## config.mk

```make
export PLATFORM = sky130hd
export DESIGN_NAME = rxfe_csr
export DESIGN_NICKNAME = d
export VERILOG_FILES = /design/src/rtl/rxfe_csr_pkg.sv /design/src/rtl/rxfe_csr_ctrl.sv /design/src/rtl/rxfe_csr_data.sv /design/src/rtl/rxfe_csr.sv
export SDC_FILE = /design/constraint.sdc
export NUM_CORES = 1
export LEC_CHECK = 0
export ABC_AREA = 1
export ABC_CLOCK_PERIOD_IN_PS = 1000
export BUFFER_PORTS_ARGS = -buffer_cell sky130_fd_sc_hd__buf_4
export CORE_MARGIN = 2
export CORE_UTILIZATION = 30
export CTS_BUF_LIST = sky130_fd_sc_hd__clkbuf_4 sky130_fd_sc_hd__clkbuf_8
export DETAILED_ROUTE_END_ITERATION = 16
export PLACE_DENSITY = 0.7
export SLEW_MARGIN = 30
export SYNTH_ARGS = -nofsm -noshare
export SYNTH_HDL_FRONTEND = slang
export SYNTH_HIERARCHICAL = 1
export SYNTH_SLANG_ARGS = --single-unit
```

## constraint.sdc

```tcl
create_clock -name clk -period 1 [get_ports clk]
set_clock_uncertainty 0.15 [all_clocks]
set_input_delay 0 -clock clk [delete_from_list [all_inputs] [get_ports clk]]
set_output_delay 0 -clock clk [all_outputs]
set_load 0.02 [all_outputs]
```

## src/rtl/rxfe_csr_pkg.sv

```systemverilog
package rxfe_csr_pkg;
  typedef enum logic [1:0] {SEL_NONE, SEL_CFG, SEL_CTL, SEL_STS} rdSel_e;

  typedef struct packed {
    logic   cfgWr;
    logic   ctlWr;
    rdSel_e rdSel;
  } csrStrobes_t;

  localparam int CFG_GAIN_BIT = 6;
  localparam int CTL_LOCK_BIT = 6;
  localparam int CTL_TRKF_BIT = 3;
  localparam int CTL_TRKA_BIT = 2;
  localparam int NUM_CAL      = 2;
endpackage

```

## src/rtl/rxfe_csr_ctrl.sv

```systemverilog
module rxfe_csr_ctrl
  import rxfe_csr_pkg::*;
#(
  parameter int ADDR_W   = 4,
  parameter int CFG_ADDR = 1,
  parameter int CTL_ADDR = 2,
  parameter int STS_ADDR = 9
) (
  input  logic [ADDR_W-1:0] busAddr,
  input  logic              busWe,
  input  logic              busRe,
  output csrStrobes_t       strb
);
  localparam logic [ADDR_W-1:0] CfgA = ADDR_W'(CFG_ADDR);
  localparam logic [ADDR_W-1:0] CtlA = ADDR_W'(CTL_ADDR);
  localparam logic [ADDR_W-1:0] StsA = ADDR_W'(STS_ADDR);

  always_comb begin
    strb.cfgWr = busWe && (busAddr == CfgA);
    strb.ctlWr = busWe && (busAddr == CtlA);
    strb.rdSel = SEL_NONE;
    if (busRe) begin
      if (busAddr == CfgA)      strb.rdSel = SEL_CFG;
      else if (busAddr == CtlA) strb.rdSel = SEL_CTL;
      else if (busAddr == StsA) strb.rdSel = SEL_STS;
    end
  end
endmodule

```

## src/rtl/rxfe_csr_data.sv

```systemverilog
module rxfe_csr_data
  import rxfe_csr_pkg::*;
(
  input  logic        clk,
  input  logic        rst_n,
  input  csrStrobes_t strb,
  input  logic [7:0]  busWdata,
  input  logic        agcEn,
  input  logic        pllLocked,
  input  logic        clkAlive,
  input  logic [NUM_CAL-1:0] calDoneIn,
  output logic [NUM_CAL-1:0] calStartOut,
  output logic        gainHigh,
  output logic [7:0]  cfgWord,
  output logic [7:0]  ctlWord,
  output logic [7:0]  rdData
);
  localparam logic [7:0] CfgReset = 8'h40;
  localparam logic [7:0] CfgMask  = 8'h7F;

  logic [7:0]         cfgReg;
  logic               lockBit, trkFsk, trkAsk;
  logic               gainState;
  logic [NUM_CAL-1:0] calBusy, calFlag;

  always_ff @(posedge clk) begin
    if (!rst_n) begin
      cfgReg <= CfgReset;
    end else if (strb.cfgWr) begin
      cfgReg <= busWdata & CfgMask;
    end
  end

  always_ff @(posedge clk) begin
    if (!rst_n) begin
      lockBit <= 1'b0;
      trkFsk  <= 1'b0;
      trkAsk  <= 1'b0;
    end else if (strb.ctlWr) begin
      lockBit <= busWdata[CTL_LOCK_BIT];
      trkFsk  <= busWdata[CTL_TRKF_BIT];
      trkAsk  <= busWdata[CTL_TRKA_BIT];
    end
  end

  // gain only follows the config bit while AGC runs unlocked
  always_ff @(posedge clk) begin
    if (!rst_n) begin
      gainState <= CfgReset[CFG_GAIN_BIT];
    end else if (agcEn && !lockBit) begin
      gainState <= cfgReg[CFG_GAIN_BIT];
    end
  end

  for (genvar i = 0; i < NUM_CAL; i++) begin : g_cal
    logic busy, flag, pulse;
    logic startReq;
    assign startReq = strb.ctlWr && busWdata[i];

    always_ff @(posedge clk) begin
      if (!rst_n) begin
        busy  <= 1'b0;
        flag  <= 1'b0;
        pulse <= 1'b0;
      end else begin
        pulse <= startReq;
        if (startReq) begin
          busy <= 1'b1;
          flag <= 1'b0;
        end else if (busy && calDoneIn[i]) begin
          busy <= 1'b0;
          flag <= 1'b1;
        end
      end
    end

    assign calBusy[i]     = busy;
    assign calFlag[i]     = flag;
    assign calStartOut[i] = pulse;
  end

  assign gainHigh = gainState;
  assign cfgWord  = cfgReg;
  assign ctlWord  = {1'b0, lockBit, 2'b00, trkFsk, trkAsk, calBusy};

  always_comb begin
    unique case (strb.rdSel)
      SEL_CFG: rdData = cfgReg;
      SEL_CTL: rdData = ctlWord;
      SEL_STS: rdData = {pllLocked, gainState, clkAlive, 3'b000, calFlag};
      default: rdData = 8'h00;
    endcase
  end
endmodule

```

## src/rtl/rxfe_csr.sv

```systemverilog
module rxfe_csr
  import rxfe_csr_pkg::*;
#(
  parameter int ADDR_W   = 4,
  parameter int CFG_ADDR = 1,
  parameter int CTL_ADDR = 2,
  parameter int STS_ADDR = 9
) (
  input  logic              clk,
  input  logic              rst_n,
  input  logic [ADDR_W-1:0] busAddr,
  input  logic [7:0]        busWdata,
  input  logic              busWe,
  input  logic              busRe,
  output logic [7:0]        busRdata,
  input  logic              agcEn,
  input  logic              pllLocked,
  input  logic              clkAlive,
  input  logic              fskCalDone,
  input  logic              polCalDone,
  output logic              fskCalStart,
  output logic              polCalStart,
  output logic              gainHigh,
  output logic [7:0]        cfgWord,
  output logic [7:0]        ctlWord
);
  csrStrobes_t        strb;
  logic [NUM_CAL-1:0] calStart;

  rxfe_csr_ctrl #(
    .ADDR_W(ADDR_W), .CFG_ADDR(CFG_ADDR), .CTL_ADDR(CTL_ADDR), .STS_ADDR(STS_ADDR)
  ) u_ctrl (
    .busAddr(busAddr), .busWe(busWe), .busRe(busRe), .strb(strb)
  );

  rxfe_csr_data u_data (
    .clk(clk), .rst_n(rst_n), .strb(strb), .busWdata(busWdata),
    .agcEn(agcEn), .pllLocked(pllLocked), .clkAlive(clkAlive),
    .calDoneIn({polCalDone, fskCalDone}), .calStartOut(calStart),
    .gainHigh(gainHigh), .cfgWord(cfgWord), .ctlWord(ctlWord),
    .rdData(busRdata)
  );

  assign fskCalStart = calStart[0];
  assign polCalStart = calStart[1];
endmodule

```

Yosys cells after proc, flatten, opt, wreduce, memory -nomap -nowiden
Index checks and enable logic that the tools add are counted.
{ "totals": {"register_bits": 17, "input_bits": 21, "out_inout_bits": 27, "wordCells": 39} }
{ "op_classes": {"eq_ne": 6, "muxes": 9, "n_bitwise": 1, "n_reduce_logical": 12} }
{ "ops": {"columns": ["op", "n"], "rows": [
  ["$pmux W8 S3", 1],
  ["$mux W2", 4],
  ["$logic_and A1 B1 Y1", 7],
  ["$eq A2 B2 Y1 const B", 2],
  ["$eq A4 B1 Y1 const B", 1],
  ["$eq A4 B2 Y1 const B", 1],
  ["$eq A4 B4 Y1 const B", 1],
  ["$mux W1", 4],
  ["$reduce_bool A2 Y1", 2],
  ["$reduce_or A2 Y1", 2],
  ["$eq A2 B1 Y1 const B", 1],
  ["$logic_not A1 Y1", 1],
  ["$not A1 Y1", 1]
]} }

Logic depth before layout (Yosys ltp)
Gate-level depths: netlist of run 1.
{ "depth": {"word_depth": 7, "depth_mapped": 9, "depth_no_buf": 8} }

Cells and area by module
The synthesis of run 1 kept the hierarchy.
{ "modules_own_cells": {"columns": ["module", "instances", "cells_per_inst", "area_each_um2", "seq_area_each_um2"], "rows": [
  ["rxfe_csr_data", 1, 113, 804.5, 340.3],
  ["rxfe_csr_ctrl", 1, 16, 65.1, 0.0]
]} }

Worst setup path after synthesis of run 1
No wires, ideal clock.
{ "synth_path": {"path_type": "input port to flip-flop", "startpoint": "input port busAddr[2]", "endpoint": "register u_data.cfgReg[0] (netlist: u_data/cfgWord[0])", "setup_ns": 0.116, "arrival_ns": 0.728, "t_required_ns": 0.734, "slack_ns": 0.006, "cell_stages": 6, "path_buffers": 0, "cell_sequence": "nor2_1 -> nand2_1 -> nor2_1 -> inv_1 -> nor2_1 -> nor2_1"} }
{ "synth_lines": {"columns": ["item", "line", "rtl"], "rows": [
  ["from (decl)", "rxfe_csr.sv:11", "input logic [ADDR_W-1:0] busAddr,"],
  ["to (signal assigned)", "rxfe_csr_data.sv:28", "cfgReg <= CfgReset;"],
  ["to (signal assigned)", "rxfe_csr_data.sv:30", "cfgReg <= busWdata & CfgMask;"],
  ["to (decl)", "rxfe_csr_data.sv:21", "logic [7:0] cfgReg;"]
]} }

==> results.ini, run 1 <==
[global_route]
gr-usage-all-layers=0.165
antenna_found_initial=0
grt_pass1_vias=973
grt_overflow_total=0
grt_first_pass_wirelength_mm=4.27
grt_max_degree=15

[setup_path]
slowest_stage=a21oi_2
worstSetupEndpointType=primary output
crit_required_ns=0.85
critPathArrivalTime_ns=1.05
cp_max_fo=5
crit_top_cell=buf_6
cp_top_family=buffers and inverters
crit_type=in2out
path_cells=buf_8 -> nor2_4 -> nand2_2 -> a21oi_2 -> buf_6 -> buf_4 -> and3_4 -> buf_6
critPathBufInv=4
crit_path_start_kind=input pin
max_stage_delay_ns=0.17

[cells_and_area]
fin_nets=207
fin_util=0.552
final_common_cell=buf_4
drive_gt1_frac=0.514
mostFrequentLayoutCells=buf_4, nor2_1, nand2_1
antenna_cells=0
syn2layout_area_growth_pct=75.0

[pwr]
leakagePower_nw=0.749
p_comb_frac=0.210
power.density_nw_per_um2=891
intPower_mw=0.986
power_frac_clock=0.271
ir_drop_mv=0.517
finalPower_mw=1.36
sequentialPowerShare=0.519
p_sw_frac=0.272
p_switching_mw=0.369

[hold_path]
hold_path.class=in2reg

[yosys]
synth.distinct_cells=14
synth_seq_cells=17
syn-instance-count=129
ys_warn_count=6
ys_seq_area_frac=0.391
synth.avg_cell_area_sq_um=6.74
syn_area_sq_um=870

[sta]
setup_viol=8
period_minus_slack_ns=1.20
final.setup.tns_ns=-1.33
timing.hold.ws_ns=0.0593
hold_viol=0
fmaxAchievable_mhz=835
rsz0062_at_grt=yes
worst_slack_ns=-0.198
period_share=1.20
slew_viol_final=0

[clock_network]
clkTransAtPathRegs_ns=0.10
htreeDepth=1
cts_tree=built
cts_max_path_buffers=2
cts_root_buf=clkbuf_4
cts_inserted_buffers=3
clk_latency_ns=0.28
clock-sinks=17

[routing]
drt_first_pass_iters=4
route.detailed.drc=0
antenna_left=0
drt_first_iter_violations=12
vias=1005
vias_per_cell=4.65
routedWlPerCell_microns=13.0
routed_wl_mm=2.80

[floorplanning]
core_area_sq_um=2760
row_count=19
dieWidth_microns=57.8
io-pin-count=48
die_y_microns=57.8
initial_core_util=0.315
die_area_sq_um=3350

[flow_run]
drv_cap=0

[status]
violations=negative setup slack
status=complete, but fails checks

[placement]
gp_congestion=0.790
portBuffers=42
dpl.hpwl_mm=1.81

metal layers:
layer  part of all wire  track usage  vias to the layer above  routed length [microns]
li1                   -            -                      503                        -
met1               0.39        0.202                      465                     1100
met2               0.55        0.286                       35                     1530
met3              0.056       0.0402                        2                      157
met4             0.0068       0.0498                        0                       19
met5                  0            0                        -                        0
kinds of logic after synthesis:
group / after synthesis / share of synthesized area
AOI/OAI and AO/OA: 15 / 0.0863
buffers and inverters: 27 / 0.183
DFF: 17 / 0.391
other: 1 / 0.00431
and+or+nand+nor: 69 / 0.335
sequential cells by signal, indices dropped and copies added (netlist names):
signal,count
u_data/g_cal.flag,2
u_data/trkFsk,1
u_data/gainHigh,1
u_data/g_cal.pulse,2
u_data/cfgWord,7
u_data/trkAsk,1
u_data/lockBit,1
u_data/g_cal.busy,2
Yosys cell counts:
library cell  instances  area, sq um
conb_1                1         3.75
buf_2                 1         5.00
nand2_1              21         78.8
buf_4                11         82.6
dfxtp_1              17          340
buf_6                 2         22.5
and3_1                2         12.5
nor2_1               27          101
o21ai_0               9         45.0
inv_2                 1         3.75
a21oi_1               6         30.0
nand3_1              16         80.1
inv_1                12         45.0
nor2_2                3         18.8
cell type report:
cell class,count,area (sq um)
Timing Repair Buffer,63,562
Sequential cell,17,357
Clock buffer,3,22.5
Clock inverter,1,5.00
Multi-Input combinational cell,88,480
Inverter,13,56.3
Fill cell,269,1240
Tap cell,31,38.8
worst paths after layout:
path | startpoint | endpoint | slack [ns] | cells after the start
worst max register to register | u_data/lockBit | u_data/gainHigh | 0.16 | 4
worst max-delay path | busAddr[1] | busRdata[7] | -0.20 | 8
worst min-delay path | busWe | u_data/g_cal[0].pulse | 0.06 | 6
worst min register to register | u_data/g_cal[1].busy | u_data/g_cal[1].busy | 0.35 | 2
worst min-delay path, cell delays in order:
cell	delay, ns
buf_4	0.11
inv_1	0.07
nor2_2	0.05
buf_6	0.12
nand2_2	0.08
nor2_1	0.04
power by group through the flow:
stage | logic, mW | clock network (mW) | registers, mW
after floorplan | 0.0978 | 0 | 0.723
after global placement | 0.189 | 0 | 0.716
after detailed placement | 0.194 | 0 | 0.716
after CTS | 0.264 | 0.380 | 0.701
after global routing | 0.304 | 0.420 | 0.705
final | 0.285 | 0.368 | 0.703
through the flow:
stage               instance area [sq um]  setup WS [ns]  instances
detailed placement                   1180         -0.259        198
finish                               1520         -0.198        216
CTS                                  1440         -0.167        216
global placement                     1180         -0.187        198
floorplan                             881        0.00588        132
global route                         1520         -0.235        216
timing repair:
| action | in CTS | in global routing |
|---|---|---|
| endpoints found under the setup margin | 12 | 23 |
| endpoints found under the hold margin | 17 | 0 |
| pin swaps | 10 | 13 |
| resized for setup | 35 | 28 |
| gates cloned | 1 | 0 |
| setup buffers | 2 | 0 |
| hold buffers | 11 | 0 |
No activity file was read; power rests on OpenSTA's default activity.
==> run 2: changes to the inputs <==
- PLACE_DENSITY: 0.7 -> default
==> run 2 against run 1 <==
  * The flow still finishes with violations (negative setup slack)
  * Cell count up 4.6%
  * Via count rose by 5.2%
  * Global-route usage up 2.4 points
  * Critical path depth is 3 higher
  * Clock power increased by 6.0%
  * Die area stayed put
  * Critical path type unchanged
==> results.ini, run 2 (synthesis gave the netlist of run 1 again) <==
[floorplanning]
die_y_microns=57.8  ; unchanged
dieWidth_microns=57.8  ; unchanged
die_area_sq_um=3350  ; unchanged
initial_core_util=0.315  ; unchanged
core_area_sq_um=2760  ; unchanged
io-pin-count=48  ; unchanged
row_count=19  ; unchanged

[sta]
slew_viol_final=0  ; unchanged
worst_slack_ns=-0.172  ; +0.0262 ns
period_share=1.17  ; -0.0262
setup_viol=19  ; +11
rsz0062_at_grt=yes
hold_viol=0  ; unchanged
fmaxAchievable_mhz=854  ; +2.2%
period_minus_slack_ns=1.17  ; -0.0262 ns

[cells_and_area]
antenna_cells=0  ; unchanged
fin_nets=217  ; +4.8%
mostFrequentLayoutCells=buf_4, buf_6, nor2_1
largest_reg_flops=7  ; unchanged
fillCellCount=239  ; -11%
drive_gt1_frac=0.559  ; +0.0455
fin_util=0.607  ; +0.0554
syn2layout_area_growth_pct=92.5
final_common_cell=buf_4

[setup_path]
cp_max_fo=5  ; unchanged
crit_path_start_kind=input pin
crit_required_ns=0.85  ; about the same
crit_type=in2out
critPathArrivalTime_ns=1.02  ; -0.03 ns
worstSetupEndpointType=primary output

[clock_network]
clkTransAtPathRegs_ns=0.11  ; about the same
htreeDepth=1  ; unchanged
cts_root_buf=clkbuf_4
clk_latency_ns=0.30  ; +0.02 ns
cts_tree=built
clock-sinks=17  ; unchanged
cts_max_path_buffers=2  ; unchanged
cts_inserted_buffers=3  ; unchanged

[routing]
antenna_left=0  ; unchanged
vias_per_cell=4.68  ; +0.52%
routed_wl_mm=2.97  ; +6.0%
drt_first_pass_iters=4  ; unchanged
vias=1057  ; +5.2%
route.detailed.drc=0  ; unchanged
drt_first_iter_violations=32  ; +20
routedWlPerCell_microns=13.1  ; +1.3%

[pwr]
leakagePower_nw=0.823  ; +9.9%
ir_drop_mv=0.784  ; +51%
power.density_nw_per_um2=836  ; -6.2%
finalPower_mw=1.40  ; +3.2%

[placement]
gp_congestion=0.757  ; -4.1%
dpl.hpwl_mm=1.79  ; -0.85%
portBuffers=42  ; unchanged

[flow_run]
drv_cap=0  ; unchanged

[hold_path]
hold_path.class=in2reg

[global_route]
grt_max_degree=15  ; unchanged
gr-usage-all-layers=0.189  ; +0.0240
grt_overflow_total=0  ; unchanged
antenna_found_initial=0  ; unchanged
grt_first_pass_wirelength_mm=4.88  ; +14%
grt_pass1_vias=1090  ; +12%

[status]
violations=negative setup slack
status=complete, but fails checks

## run 2: layer usage
metal  global-route usage  vias up  routed length, microns
met5                    0        -                       0
met4               0.0631        0                      22
met3               0.0335        2                     157
met2                0.352       38                    1600
met1                0.215      491                    1180
li1                     -      526                       -
## run 2: final cells by class
cell class / count / area (sq um) / share of cell area
clock buffer: 3 / 22.5 / 0.0135
clock inverter: 1 / 5.00 / 0.00299
inverter: 13 / 58.8 / 0.0351
multi-input combinational: 88 / 522 / 0.312
sequential: 17 / 353 / 0.211
tap: 31 / 38.8 / 0.0232
timing repair buffer: 73 / 674 / 0.403
## run 2: metrics by stage
step,setup TNS (ns),instance area [sq um],std cells,setup slack (ns),hold slack (ns)
finish,-1.61,1670,226,-0.172,0.0789
global route,-2.57,1670,226,-0.237,0.0855
CTS,-1.09,1590,225,-0.145,0.0722
detailed placement,-4.63,1180,198,-0.260,0.0789
global placement,-3.78,1180,198,-0.198,0.0701
floorplan,0,881,132,0.00588,-0.0278
## run 2: power by group
group | switching (mW) | internal, mW | total (mW) | leakage [nW]
Sequential | 0.0107 | 0.691 | 0.702 | 0.142
Combinational | 0.150 | 0.158 | 0.308 | 0.664
Clock | 0.240 | 0.149 | 0.390 | 0.0177
## run 2: worst max-delay path, stage by stage
cell     delay (ns)
buf_6          0.08
inv_2          0.03
nor2_2         0.12
nand2_2        0.09
a21oi_4        0.17
buf_6          0.17
inv_8          0.05
nor2_4         0.07
nand2_1        0.06
nand2_2        0.06
buf_6          0.11
## run 2: worst paths after layout
| path | startpoint | to | slack [ns] | cells after the start |
|---|---|---|---|---|
| max | busAddr[1] | busRdata[2] | -0.17 | 11 |
| min reg2reg | u_data/gainHigh | u_data/gainHigh | 0.34 | 2 |
| max reg2reg | u_data/g_cal[0].busy | u_data/g_cal[0].flag | 0.02 | 4 |
| min | busWe | u_data/g_cal[1].pulse | 0.08 | 6 |
## run 2: timing repair
| item | 4_1_cts | 5_1_grt |
|---|---|---|
| buffers inserted | 10 | 1 |
| gates resized for setup | 58 | 27 |
| hold endpoints to repair | 17 | 0 |
| hold buffers | 11 | 0 |
| pin swaps | 5 | 9 |
| cloned | 2 | 0 |
| endpoints found under the setup margin | 12 | 22 |
==> run 3: changes to the inputs <==
- HOLD_SLACK_MARGIN: default -> 0.1
- REMOVE_ABC_BUFFERS: default -> 1
==> run 3 against run 2 <==
  * Critical path type unchanged
  * Flip-flop and latch count unchanged
  * Fmax rose by 1.1%
  * Combinational power is 9.4% lower
  * The run still ends with negative setup slack left
  * Worst hold slack improved by 0.0039 ns
  * First-iteration DRC count fell by 13%
==> results.ini, run 3 (synthesis gave the netlist of run 1 again) <==
[setup_path]
crit_path_start_kind=input pin
crit_required_ns=0.85  ; about the same
worstSetupEndpointType=primary output
cp_max_fo=5  ; unchanged
critPathArrivalTime_ns=1.01  ; about the same
crit_type=in2out

[clock_network]
htreeDepth=1  ; unchanged
cts_max_path_buffers=2  ; unchanged
clock-sinks=17  ; unchanged
clk_latency_ns=0.29  ; about the same
cts_tree=built
cts_inserted_buffers=3  ; unchanged
clkTransAtPathRegs_ns=0.10  ; about the same
cts_root_buf=clkbuf_4
cts_hold_buf=11  ; unchanged

[sta]
setup_viol=8  ; -11
hold_viol=0  ; unchanged
final.setup.tns_ns=-1.18  ; +0.425 ns
rsz0062_at_grt=yes
period_minus_slack_ns=1.16  ; -0.0122 ns
worst_slack_ns=-0.159  ; +0.0122 ns
fmaxAchievable_mhz=863  ; +1.1%
period_share=1.16  ; -0.0122
slew_viol_final=0  ; unchanged

[pwr]
p_comb_frac=0.207  ; -0.013
power_frac_clock=0.273  ; -0.005
leakagePower_nw=0.757  ; -8.1%
intPower_mw=0.985  ; -1.3%
sequentialPowerShare=0.520  ; +0.019
p_switching_mw=0.364  ; -9.4%
ir_drop_mv=0.698  ; -11%
p_sw_frac=0.270  ; -0.0172
power.density_nw_per_um2=898  ; +7.4%

[global_route]
grt_max_degree=15  ; unchanged
gr-usage-all-layers=0.165  ; -0.0242
grt_pass1_vias=962  ; -12%
grt_overflow_total=0  ; unchanged
antenna_found_initial=0  ; unchanged
grt_first_pass_wirelength_mm=4.28  ; -12%

[routing]
vias_per_cell=4.51  ; -3.5%
vias=975  ; -7.8%
routed_wl_mm=2.58  ; -13%
routedWlPerCell_microns=12.0  ; -9.0%
drt_first_pass_iters=4  ; unchanged
route.detailed.drc=0  ; unchanged
drt_first_iter_violations=28  ; -13%
antenna_left=0  ; unchanged

[status]
status=complete, but fails checks
violations=negative setup slack

[floorplanning]
initial_core_util=0.315  ; unchanged
io-pin-count=48  ; unchanged
core_area_sq_um=2760  ; unchanged
row_count=19  ; unchanged
die_area_sq_um=3350  ; unchanged
dieWidth_microns=57.8  ; unchanged
die_y_microns=57.8  ; unchanged

[cells_and_area]
largest_reg_flops=7  ; unchanged
final_common_cell=buf_4
antenna_cells=0  ; unchanged
fin_util=0.545  ; -0.0622
fillCellCount=271  ; +13%
multi_input_area_sq_um=463  ; -11%
mostFrequentLayoutCells=buf_4, nor2_1, nand2_1
syn2layout_area_growth_pct=72.8
regArea_sq_um=355  ; +0.71%
drive_gt1_frac=0.486  ; -0.0725
fin_nets=207  ; -4.6%

[placement]
gp_congestion=0.754  ; -0.50%
dpl.hpwl_mm=1.76  ; -1.9%
portBuffers=42  ; unchanged

[hold_path]
hold_path.class=in2reg

[flow_run]
drv_cap=0  ; unchanged

run 3: cell types whose count changed in the layout (fill, tap and decap cells not counted), sizes merged:
cell and delta:
buf -10
run 3: area by class of cell:
| class | instances | area share |
|---|---|---|
| tap | 31 | 0.0258 |
| sequential | 17 | 0.236 |
| timing repair buffer | 63 | 0.371 |
| inverter | 13 | 0.0408 |
| clock buffer | 3 | 0.0150 |
| multi-input combinational | 88 | 0.308 |
| clock inverter | 1 | 0.00333 |
run 3: timing repair:
action	CTS	global route
gates cloned	2	0
gates resized for setup	35	24
pin swaps	8	7
setup endpoints to repair	12	22
setup buffers	1	1
endpoints found under the hold margin	17	1
run 3: metrics by stage:
step / hold slack, ns / total power, mW / std cells / worst slack (ns) / area, sq um
floorplan: -0.0659 / 0.793 / 118 / -0.357 / 771
global placement: 0.0719 / 0.905 / 197 / -0.252 / 1170
detailed placement: 0.0785 / 0.909 / 197 / -0.308 / 1170
CTS: 0.0942 / 1.35 / 215 / -0.180 / 1430
global route: 0.0945 / 1.43 / 216 / -0.254 / 1500
finish: 0.0828 / 1.35 / 216 / -0.159 / 1500
run 3: worst paths after layout:
path,from,end,slack (ns),cells after the start
worst max-delay path,busAddr[1],busRdata[2],-0.16,11
worst min-delay path,busWe,u_data/g_cal[1].pulse,0.08,6
worst max register to register,u_data/lockBit,u_data/gainHigh,0.18,4
worst min register to register,u_data/gainHigh,u_data/gainHigh,0.34,2
run 3: critical path, cell delays in order:
cell and delay, ns:
buf_6 0.08, inv_2 0.03, nor2_2 0.11, nand2_2 0.09, a21oi_4 0.17, buf_6 0.15
inv_8 0.04, nor2_4 0.07, nand2_1 0.05, nand2_1 0.08, buf_6 0.12
run 3: power groups by stage:
stage	clock (mW)	combinational, mW	sequential, mW
finish	0.368	0.279	0.702
global route	0.419	0.302	0.704
CTS	0.391	0.262	0.701
detailed placement	0	0.193	0.716
global placement	0	0.189	0.716
floorplan	0	0.0649	0.728
run 3: layer usage:
metal / up-vias / routed length [microns] / share of wire / track usage
li1: 504 / - / - / -
met1: 436 / 1110 / 0.43 / 0.199
met2: 33 / 1310 / 0.51 / 0.286
met3: 2 / 152 / 0.059 / 0.0313
met4: 0 / 13 / 0.0050 / 0.0698
met5: - / 0 / 0 / 0
